`src/rtl/ssm_pkg.sv`:
```
package ssm_pkg;

  typedef enum logic [2:0] {
    EXC_NONE   = 3'd0,
    EXC_PRIV   = 3'd1,
    EXC_SPECOP = 3'd2,
    EXC_ACCESS = 3'd3,
    EXC_SPEC   = 3'd4
  } exc_e;

  typedef enum logic [2:0] {
    ST_IDLE,
    ST_CHECK,
    ST_FETCH,
    ST_COMMIT,
    ST_POST,
    ST_DONE
  } st_e;

  // MSB-first bit number to vector index
  function automatic int msb_pos(input int width, input int bitno);
    return width - 1 - bitno;
  endfunction

endpackage

```
`src/rtl/ssm_rst_sync.sv`:
```
module ssm_rst_sync #(
  parameter int STAGES = 2
) (
  input  logic clk,
  input  logic rst_n,
  output logic rst_sn
);
  logic [STAGES-1:0] sh_q;

  always_ff @(posedge clk or negedge rst_n) begin
    if (!rst_n) sh_q <= '0;
    else        sh_q <= {sh_q[STAGES-2:0], 1'b1};
  end

  assign rst_sn = sh_q[STAGES-1];
endmodule

```
`src/rtl/ssm_gate.sv`:
```
module ssm_gate
  import ssm_pkg::*;
#(
  parameter int PSW_W     = 64,
  parameter int CR_W      = 32,
  parameter int PROB_BIT  = 15,
  parameter int SUPPR_BIT = 1
) (
  input  logic [PSW_W-1:0] psw,
  input  logic [CR_W-1:0]  cr0,
  output exc_e             pre_exc
);
  localparam int PROB_POS  = msb_pos(PSW_W, PROB_BIT);
  localparam int SUPPR_POS = msb_pos(CR_W, SUPPR_BIT);

  logic in_problem;
  logic mask_blocked;

  assign in_problem   = psw[PROB_POS];
  assign mask_blocked = cr0[SUPPR_POS];

  always_comb begin
    if (in_problem)        pre_exc = EXC_PRIV;
    else if (mask_blocked) pre_exc = EXC_SPECOP;
    else                   pre_exc = EXC_NONE;
  end
endmodule

```
`src/rtl/ssm_spec_chk.sv`:
```
module ssm_spec_chk #(
  parameter int               MASK_W = 8,
  parameter logic [MASK_W-1:0] RSVD  = 8'hBC
) (
  input  logic              ec,
  input  logic [MASK_W-1:0] new_byte,
  output logic              spec_bad
);
  logic [MASK_W-1:0] hit;

  for (genvar i = 0; i < MASK_W; i++) begin : g_bit
    if (RSVD[i]) begin : g_chk
      assign hit[i] = new_byte[i];
    end else begin : g_skip
      assign hit[i] = 1'b0;
    end
  end

  assign spec_bad = ec & (|hit);
endmodule

```
`src/rtl/ssm_state_regs.sv`:
```
module ssm_state_regs #(
  parameter int PSW_W  = 64,
  parameter int CR_W   = 32,
  parameter int MASK_W = 8,
  parameter int FLD_W  = 16
) (
  input  logic              clk,
  input  logic              rst_sn,
  input  logic              cap_en,
  input  logic [PSW_W-1:0]  psw_in,
  input  logic [CR_W-1:0]   cr0_in,
  input  logic              ec_in,
  input  logic [FLD_W-1:0]  fld_in,
  input  logic              byte_en,
  input  logic [MASK_W-1:0] byte_in,
  input  logic              load_en,
  output logic [PSW_W-1:0]  psw_q,
  output logic [PSW_W-1:0]  base_q,
  output logic [CR_W-1:0]   cr0_q,
  output logic              ec_q,
  output logic [FLD_W-1:0]  fld_q
);
  localparam int KEEP_W = PSW_W - MASK_W;

  logic [MASK_W-1:0] byte_q;
  logic [PSW_W-1:0]  psw_d;

  always_comb begin
    psw_d = psw_q;
    if (cap_en)       psw_d = psw_in;
    else if (load_en) psw_d = {byte_q, psw_q[KEEP_W-1:0]};
  end

  always_ff @(posedge clk or negedge rst_sn) begin
    if (!rst_sn) begin
      psw_q  <= '0;
      base_q <= '0;
      cr0_q  <= '0;
      ec_q   <= 1'b0;
      fld_q  <= '0;
      byte_q <= '0;
    end else begin
      if (cap_en || load_en) psw_q <= psw_d;
      if (cap_en) begin
        base_q <= psw_in;
        cr0_q  <= cr0_in;
        ec_q   <= ec_in;
        fld_q  <= fld_in;
      end
      if (byte_en) byte_q <= byte_in;
    end
  end
endmodule

```
`src/rtl/ssm_ctrl.sv`:
```
module ssm_ctrl
  import ssm_pkg::*;
#(
  parameter int ILC_W     = 2,
  parameter int ILC_VALUE = 2
) (
  input  logic             clk,
  input  logic             rst_sn,
  input  logic             go,
  input  exc_e             pre_exc,
  input  logic             fetch_ack,
  input  logic             fetch_err,
  input  logic             spec_bad,
  output logic             cap_en,
  output logic             byte_en,
  output logic             load_en,
  output logic             fetch_req,
  output logic             done,
  output logic             completed,
  output exc_e             exc_q,
  output logic [ILC_W-1:0] ilc
);
  st_e  st_q, st_d;
  exc_e exc_d;
  logic cmp_q, cmp_d;

  always_comb begin
    st_d  = st_q;
    exc_d = exc_q;
    cmp_d = cmp_q;
    case (st_q)
      ST_IDLE: if (go) begin
        st_d  = ST_CHECK;
        exc_d = EXC_NONE;
        cmp_d = 1'b0;
      end
      ST_CHECK: begin
        if (pre_exc != EXC_NONE) begin
          exc_d = pre_exc;
          st_d  = ST_DONE;
        end else begin
          st_d = ST_FETCH;
        end
      end
      ST_FETCH: if (fetch_ack) begin
        if (fetch_err) begin
          exc_d = EXC_ACCESS;
          st_d  = ST_DONE;
        end else begin
          st_d = ST_COMMIT;
        end
      end
      ST_COMMIT: begin
        cmp_d = 1'b1;
        st_d  = ST_POST;
      end
      ST_POST: begin
        if (spec_bad) exc_d = EXC_SPEC;
        st_d = ST_DONE;
      end
      ST_DONE: st_d = ST_IDLE;
      default: st_d = ST_IDLE;
    endcase
  end

  always_ff @(posedge clk or negedge rst_sn) begin
    if (!rst_sn) begin
      st_q  <= ST_IDLE;
      exc_q <= EXC_NONE;
      cmp_q <= 1'b0;
    end else begin
      st_q  <= st_d;
      exc_q <= exc_d;
      cmp_q <= cmp_d;
    end
  end

  assign cap_en    = (st_q == ST_IDLE) && go;
  assign fetch_req = (st_q == ST_FETCH);
  assign byte_en   = fetch_req && fetch_ack && !fetch_err;
  assign load_en   = (st_q == ST_COMMIT);
  assign done      = (st_q == ST_DONE);
  assign completed = cmp_q;
  assign ilc       = (done && exc_q != EXC_NONE) ? ILC_W'(ILC_VALUE) : '0;

  AST_DONE_PULSE: assert property (@(posedge clk) disable iff (!rst_sn)
    done |=> !done);
  AST_FETCH_CLEARED: assert property (@(posedge clk) disable iff (!rst_sn)
    fetch_req |-> (pre_exc == EXC_NONE));
  AST_SPEC_COMPLETE: assert property (@(posedge clk) disable iff (!rst_sn)
    (done && exc_q == EXC_SPEC) |-> (completed && ilc == ILC_W'(ILC_VALUE)));
  AST_ACK_IN_FETCH: assert property (@(posedge clk) disable iff (!rst_sn)
    fetch_ack |-> fetch_req);
endmodule

```
`src/rtl/ssm_exec.sv`:
```
module ssm_exec
  import ssm_pkg::*;
#(
  parameter int PSW_W  = 64,
  parameter int CR_W   = 32,
  parameter int INS_W  = 32,
  parameter int MASK_W = 8,
  parameter int FLD_W  = 16,
  parameter int ILC_W  = 2
) (
  input  logic              clk,
  input  logic              rst_n,
  input  logic              go,
  input  logic [INS_W-1:0]  ins_text,
  input  logic [PSW_W-1:0]  psw_in,
  input  logic [CR_W-1:0]   cr0_in,
  input  logic              ec_mode,
  output logic              fetch_req,
  output logic [FLD_W-1:0]  fetch_fld,
  input  logic              fetch_ack,
  input  logic              fetch_err,
  input  logic [MASK_W-1:0] fetch_data,
  output logic              done,
  output logic              completed,
  output logic [2:0]        exc_code,
  output logic [ILC_W-1:0]  ilc,
  output logic [PSW_W-1:0]  psw_out
);
  localparam int KEEP_W = PSW_W - MASK_W;

  logic             rst_sn;
  logic             cap_en, byte_en, load_en, spec_bad, ec_q;
  logic [PSW_W-1:0] psw_q, base_q;
  logic [CR_W-1:0]  cr0_q;
  exc_e             pre_exc, exc_q;

  ssm_rst_sync #(.STAGES(2)) u_rst (
    .clk(clk), .rst_n(rst_n), .rst_sn(rst_sn)
  );

  ssm_state_regs #(
    .PSW_W(PSW_W), .CR_W(CR_W), .MASK_W(MASK_W), .FLD_W(FLD_W)
  ) u_regs (
    .clk(clk), .rst_sn(rst_sn), .cap_en(cap_en),
    .psw_in(psw_in), .cr0_in(cr0_in), .ec_in(ec_mode),
    .fld_in(ins_text[FLD_W-1:0]),
    .byte_en(byte_en), .byte_in(fetch_data), .load_en(load_en),
    .psw_q(psw_q), .base_q(base_q), .cr0_q(cr0_q), .ec_q(ec_q),
    .fld_q(fetch_fld)
  );

  ssm_gate #(.PSW_W(PSW_W), .CR_W(CR_W)) u_gate (
    .psw(base_q), .cr0(cr0_q), .pre_exc(pre_exc)
  );

  ssm_spec_chk #(.MASK_W(MASK_W)) u_spec (
    .ec(ec_q), .new_byte(psw_q[PSW_W-1:KEEP_W]), .spec_bad(spec_bad)
  );

  ssm_ctrl #(.ILC_W(ILC_W)) u_ctrl (
    .clk(clk), .rst_sn(rst_sn), .go(go), .pre_exc(pre_exc),
    .fetch_ack(fetch_ack), .fetch_err(fetch_err), .spec_bad(spec_bad),
    .cap_en(cap_en), .byte_en(byte_en), .load_en(load_en),
    .fetch_req(fetch_req), .done(done), .completed(completed),
    .exc_q(exc_q), .ilc(ilc)
  );

  assign exc_code = exc_q;
  assign psw_out  = psw_q;

  AST_LOW_BITS_KEPT: assert property (@(posedge clk) disable iff (!rst_sn)
    done |-> (psw_out[KEEP_W-1:0] == base_q[KEEP_W-1:0]));
  AST_SUPPRESS_KEEPS_PSW: assert property (@(posedge clk) disable iff (!rst_sn)
    (done && !completed) |-> (psw_out == base_q));
  AST_BC_NO_SPEC: assert property (@(posedge clk) disable iff (!rst_sn)
    (done && !ec_q) |-> (exc_code != 3'd4));
endmodule

```
`config.mk`:
```
export PLATFORM = sky130hd
export DESIGN_NAME = ssm_exec
export DESIGN_NICKNAME = d
export VERILOG_FILES = /design/src/rtl/ssm_pkg.sv /design/src/rtl/ssm_rst_sync.sv /design/src/rtl/ssm_gate.sv /design/src/rtl/ssm_spec_chk.sv /design/src/rtl/ssm_state_regs.sv /design/src/rtl/ssm_ctrl.sv /design/src/rtl/ssm_exec.sv
export SDC_FILE = /design/constraint.sdc
export NUM_CORES = 1
export LEC_CHECK = 0
export CORE_MARGIN = 1
export CORE_UTILIZATION = 38
export CTS_CLUSTER_SIZE = 10
export DETAILED_ROUTE_END_ITERATION = 8
export HOLD_SLACK_MARGIN = 0.05
export PLACE_DENSITY = 0.87
export SLEW_MARGIN = 20
export SYNTH_ARGS = -nofsm -noshare
export SYNTH_HDL_FRONTEND = slang
export SYNTH_SLANG_ARGS = --single-unit
```
`constraint.sdc`:
```
create_clock -name clk -period 3.9 [get_ports clk]
set_input_delay 0.78 -clock clk [delete_from_list [all_inputs] [get_ports clk]]
set_output_delay 0.78 -clock clk [all_outputs]
set_load 0.005 [all_outputs]
```
==> results.json <==
{
  "rsz0062_at_grt": "no",
  "area_growth_pct": 54.0,
  "grt_pass1_vias": 3008,
  "root_buffer": "clkbuf_8",
  "synth-seq-cells": 100,
  "die_w_um": 104,
  "clockPowerShare_pct": 14.4,
  "cp-start-kind": "register",
  "cts_hold_buf": 0,
  "core_area_mm2": 0.00991,
  "relSlewSlack_pct": 36.8,
  "synth_cells": 267,
  "cts.htree.levels": 3,
  "drt-total-wl_mm": 9.00,
  "power.share.switching_pct": 28.9,
  "clock.fmax_mhz": 358,
  "syn_area_mm2": 0.00393,
  "finalCritPeriodShare_pct": 71.6,
  "path_clk_slew_ns": 0.09,
  "antenna_cells": 0,
  "seqCellArea_mm2": 0.00251,
  "fill_cells": 775,
  "ctsResizeCount": 0,
  "synth_nets": 409,
  "slew_violations": 0,
  "finalHoldViolCount": 0,
  "maxCapViolCount": 0,
  "async_reset_ff_share_pct": 100,
  "ios": 230,
  "cp_data_required_time_ns": 3.12,
  "seqPwrFrac_pct": 41.0,
  "die_area_mm2": 0.0108,
  "cts_setup_buffers": 0,
  "setup_viol": 0,
  "antenna_found_initial": 0,
  "tightest_slew_ns": 0.947,
  "internal_power_mw": 3.26,
  "grt_usage_pct": 17.5,
  "yosysSeqAreaShare_pct": 63.7,
  "p_switching_mw": 1.33,
  "clockBufferDepth": 2,
  "port_buffers": 181,
  "min_path_type": "reg -> reg",
  "cpPeakStageDelay_ns": 0.61,
  "core.rowCount": 36,
  "irDropWorstVdd_uv": 343,
  "fin_tns_setup_ns": 0,
  "gp_congestion": 0.830,
  "p_per_area_mw_per_mm2": 758,
  "drc_errors": 0,
  "synth_top_cell_area_share_pct": 63.7,
  "final_area_mm2": 0.00605,
  "drtIter0Drc": 72,
  "cts_sinks": 100,
  "synth_area_leader_cell": "dfrtp_1",
  "synth_ff_type": "dfrtp_1",
  "placed_area_mm2": 0.00585,
  "cts_buffers": 9,
  "outcome": "complete, no violations",
  "crit_arrival_ns": 2.01,
  "grt_overflow_total": 0,
  "synth_edf_count": 0,
  "critical_path.max_fanout": 15,
  "nets": 590,
  "syn_avg_cell_area_um2": 14.7,
  "grt_pass1_wl_mm": 14.9,
  "routedWlPerCell_um": 15.4,
  "power_frac_comb_pct": 44.6,
  "ant_nets": 0,
  "multi_input_area_mm2": 0.00133,
  "die-height_um": 104,
  "start_util_pct": 39.7,
  "dp_hpwl_mm": 6.66,
  "cp-end-kind": "output pin",
  "crit_chain": "nor2b_1 -> and2_1 -> o31a_1 -> clkdlybuf4s50_1",
  "ys_top_cells_by_area": "dfrtp_1, mux2_2, nand2_1, a22oi_1, buf_2",
  "ys_warn_count": 0,
  "ys_types": 31,
  "viasPerCell": 4.81,
  "clk_latency_ns": 0.35,
  "worst_path_max_delay_cell": "dfrtp_1",
  "period_minus_slack_ns": 2.79,
  "drive_above_1_share_pct": 23.0,
  "power.leakage_nw": 2.52,
  "drt-pass1-iter-count": 4,
  "worst_clock_skew_ns": 0.00786,
  "vias": 2811,
  "grt_max_degree": 74,
  "criticalPathCategory": "reg -> out",
  "cts_tree": "yes"
}
-- sequential cells by signal, indices dropped and copies added (netlist names) --
name,flops
u_regs.byte_q,8
u_ctrl.st_q,3
u_ctrl.exc_q,3
u_regs.cr0_q,1
u_regs.base_q,1
u_regs.psw_q,64
u_regs.fld_q,16
u_regs.ec_q,1
u_rst.sh_q,2
u_ctrl.completed,1
-- critical path: cells and delay by family (launching register included) --
family	cells	cell delay (ns)
flops	1	0.61
compound gates	1	0.14
buf+inv	1	0.50
simple gates	2	0.42
-- area by class of cell --
type	instances	area share, %
inverter	4	0.248
timing repair buffer	184	30.3
multi-input combinational	149	22.0
tap	133	2.75
clock inverter	4	0.806
sequential	100	41.4
clock buffer	11	2.50
-- cells by family (layout without fill, tap and decap cells) --
group | count (synthesis) | after routing | share of synthesized area [%]
flip-flops | 100 | 100 | 63.7
multiplexers | 83 | 83 | 23.8
AND/OR/NAND/NOR | 37 | 37 | 4.90
AO/OA/AOI/OAI | 27 | 27 | 5.00
buffers and inverters | 18 | 203 | 2.48
other | 2 | 2 | 0.191
-- power groups by stage --
stage | Sequential [mW] | Clock, mW | Combinational, mW
floorplan | 1.87 | 0 | 0.923
global placement | 1.87 | 0 | 2.00
detailed placement | 1.91 | 0 | 2.07
CTS | 1.89 | 0.684 | 2.08
global route | 1.96 | 0.721 | 2.20
finish | 1.88 | 0.662 | 2.05
-- Yosys cell counts, drive strengths merged, types with 2 or more instances --
master	count
a21oi	4
a22oi	8
buf	14
conb	2
dfrtp	100
inv	4
mux2	83
nand2	19
nand2b	2
nor2	5
nor3	2
o21ai	7
or4	2
-- metal layers --
layer	GRT usage (%)	wire, um	share of wire, %	up-vias
met3	4.85	627	7.0	13
met2	30.2	4600	51	109
met5	0	0	0	-
met4	7.04	157	1.7	0
li1	-	-	-	1302
met1	20.5	3610	40	1387
-- final timing paths --
path,slack [ns],start,end,depth (start not counted)
max in group asynchronous,2.52,u_rst.sh_q[1],u_regs.byte_q[6],1
min,0.36,u_rst.sh_q[0],u_rst.sh_q[1],0
min reg2reg,0.36,u_rst.sh_q[0],u_rst.sh_q[1],0
max reg2reg,1.86,u_ctrl.st_q[1],u_regs.psw_q[18],3
max,1.11,u_ctrl.st_q[0],ilc[1],4
min in group asynchronous,0.49,u_rst.sh_q[1],u_regs.psw_q[44],0
-- layout by cell type (no fill, tap or decap), drive strengths merged, types with 2 or more instances in the layout --
cell and count:
a21oi 4, a22oi 8, buf 3, clkbuf 11
clkdlybuf4s50 181, clkinv 3, conb 2, dfrtp 100
inv 4, mux2 83, nand2 19, nand2b 2
nor2 5, nor3 2, o21ai 7, or4 2
-- metrics by stage --
stage	utilization [%]	power [mW]	instances	setup WS (ns)	hold WS, ns
finish	61.1	4.59	585	1.11	0.364
global route	61.1	4.88	585	0.950	0.392
CTS	61.1	4.65	585	1.06	0.368
detailed placement	59.1	3.98	570	1.22	0.350
global placement	59.1	3.87	570	1.26	0.339
floorplan	-	2.79	267	0.908	0.331
No activity file was read; power rests on OpenSTA's default activity.
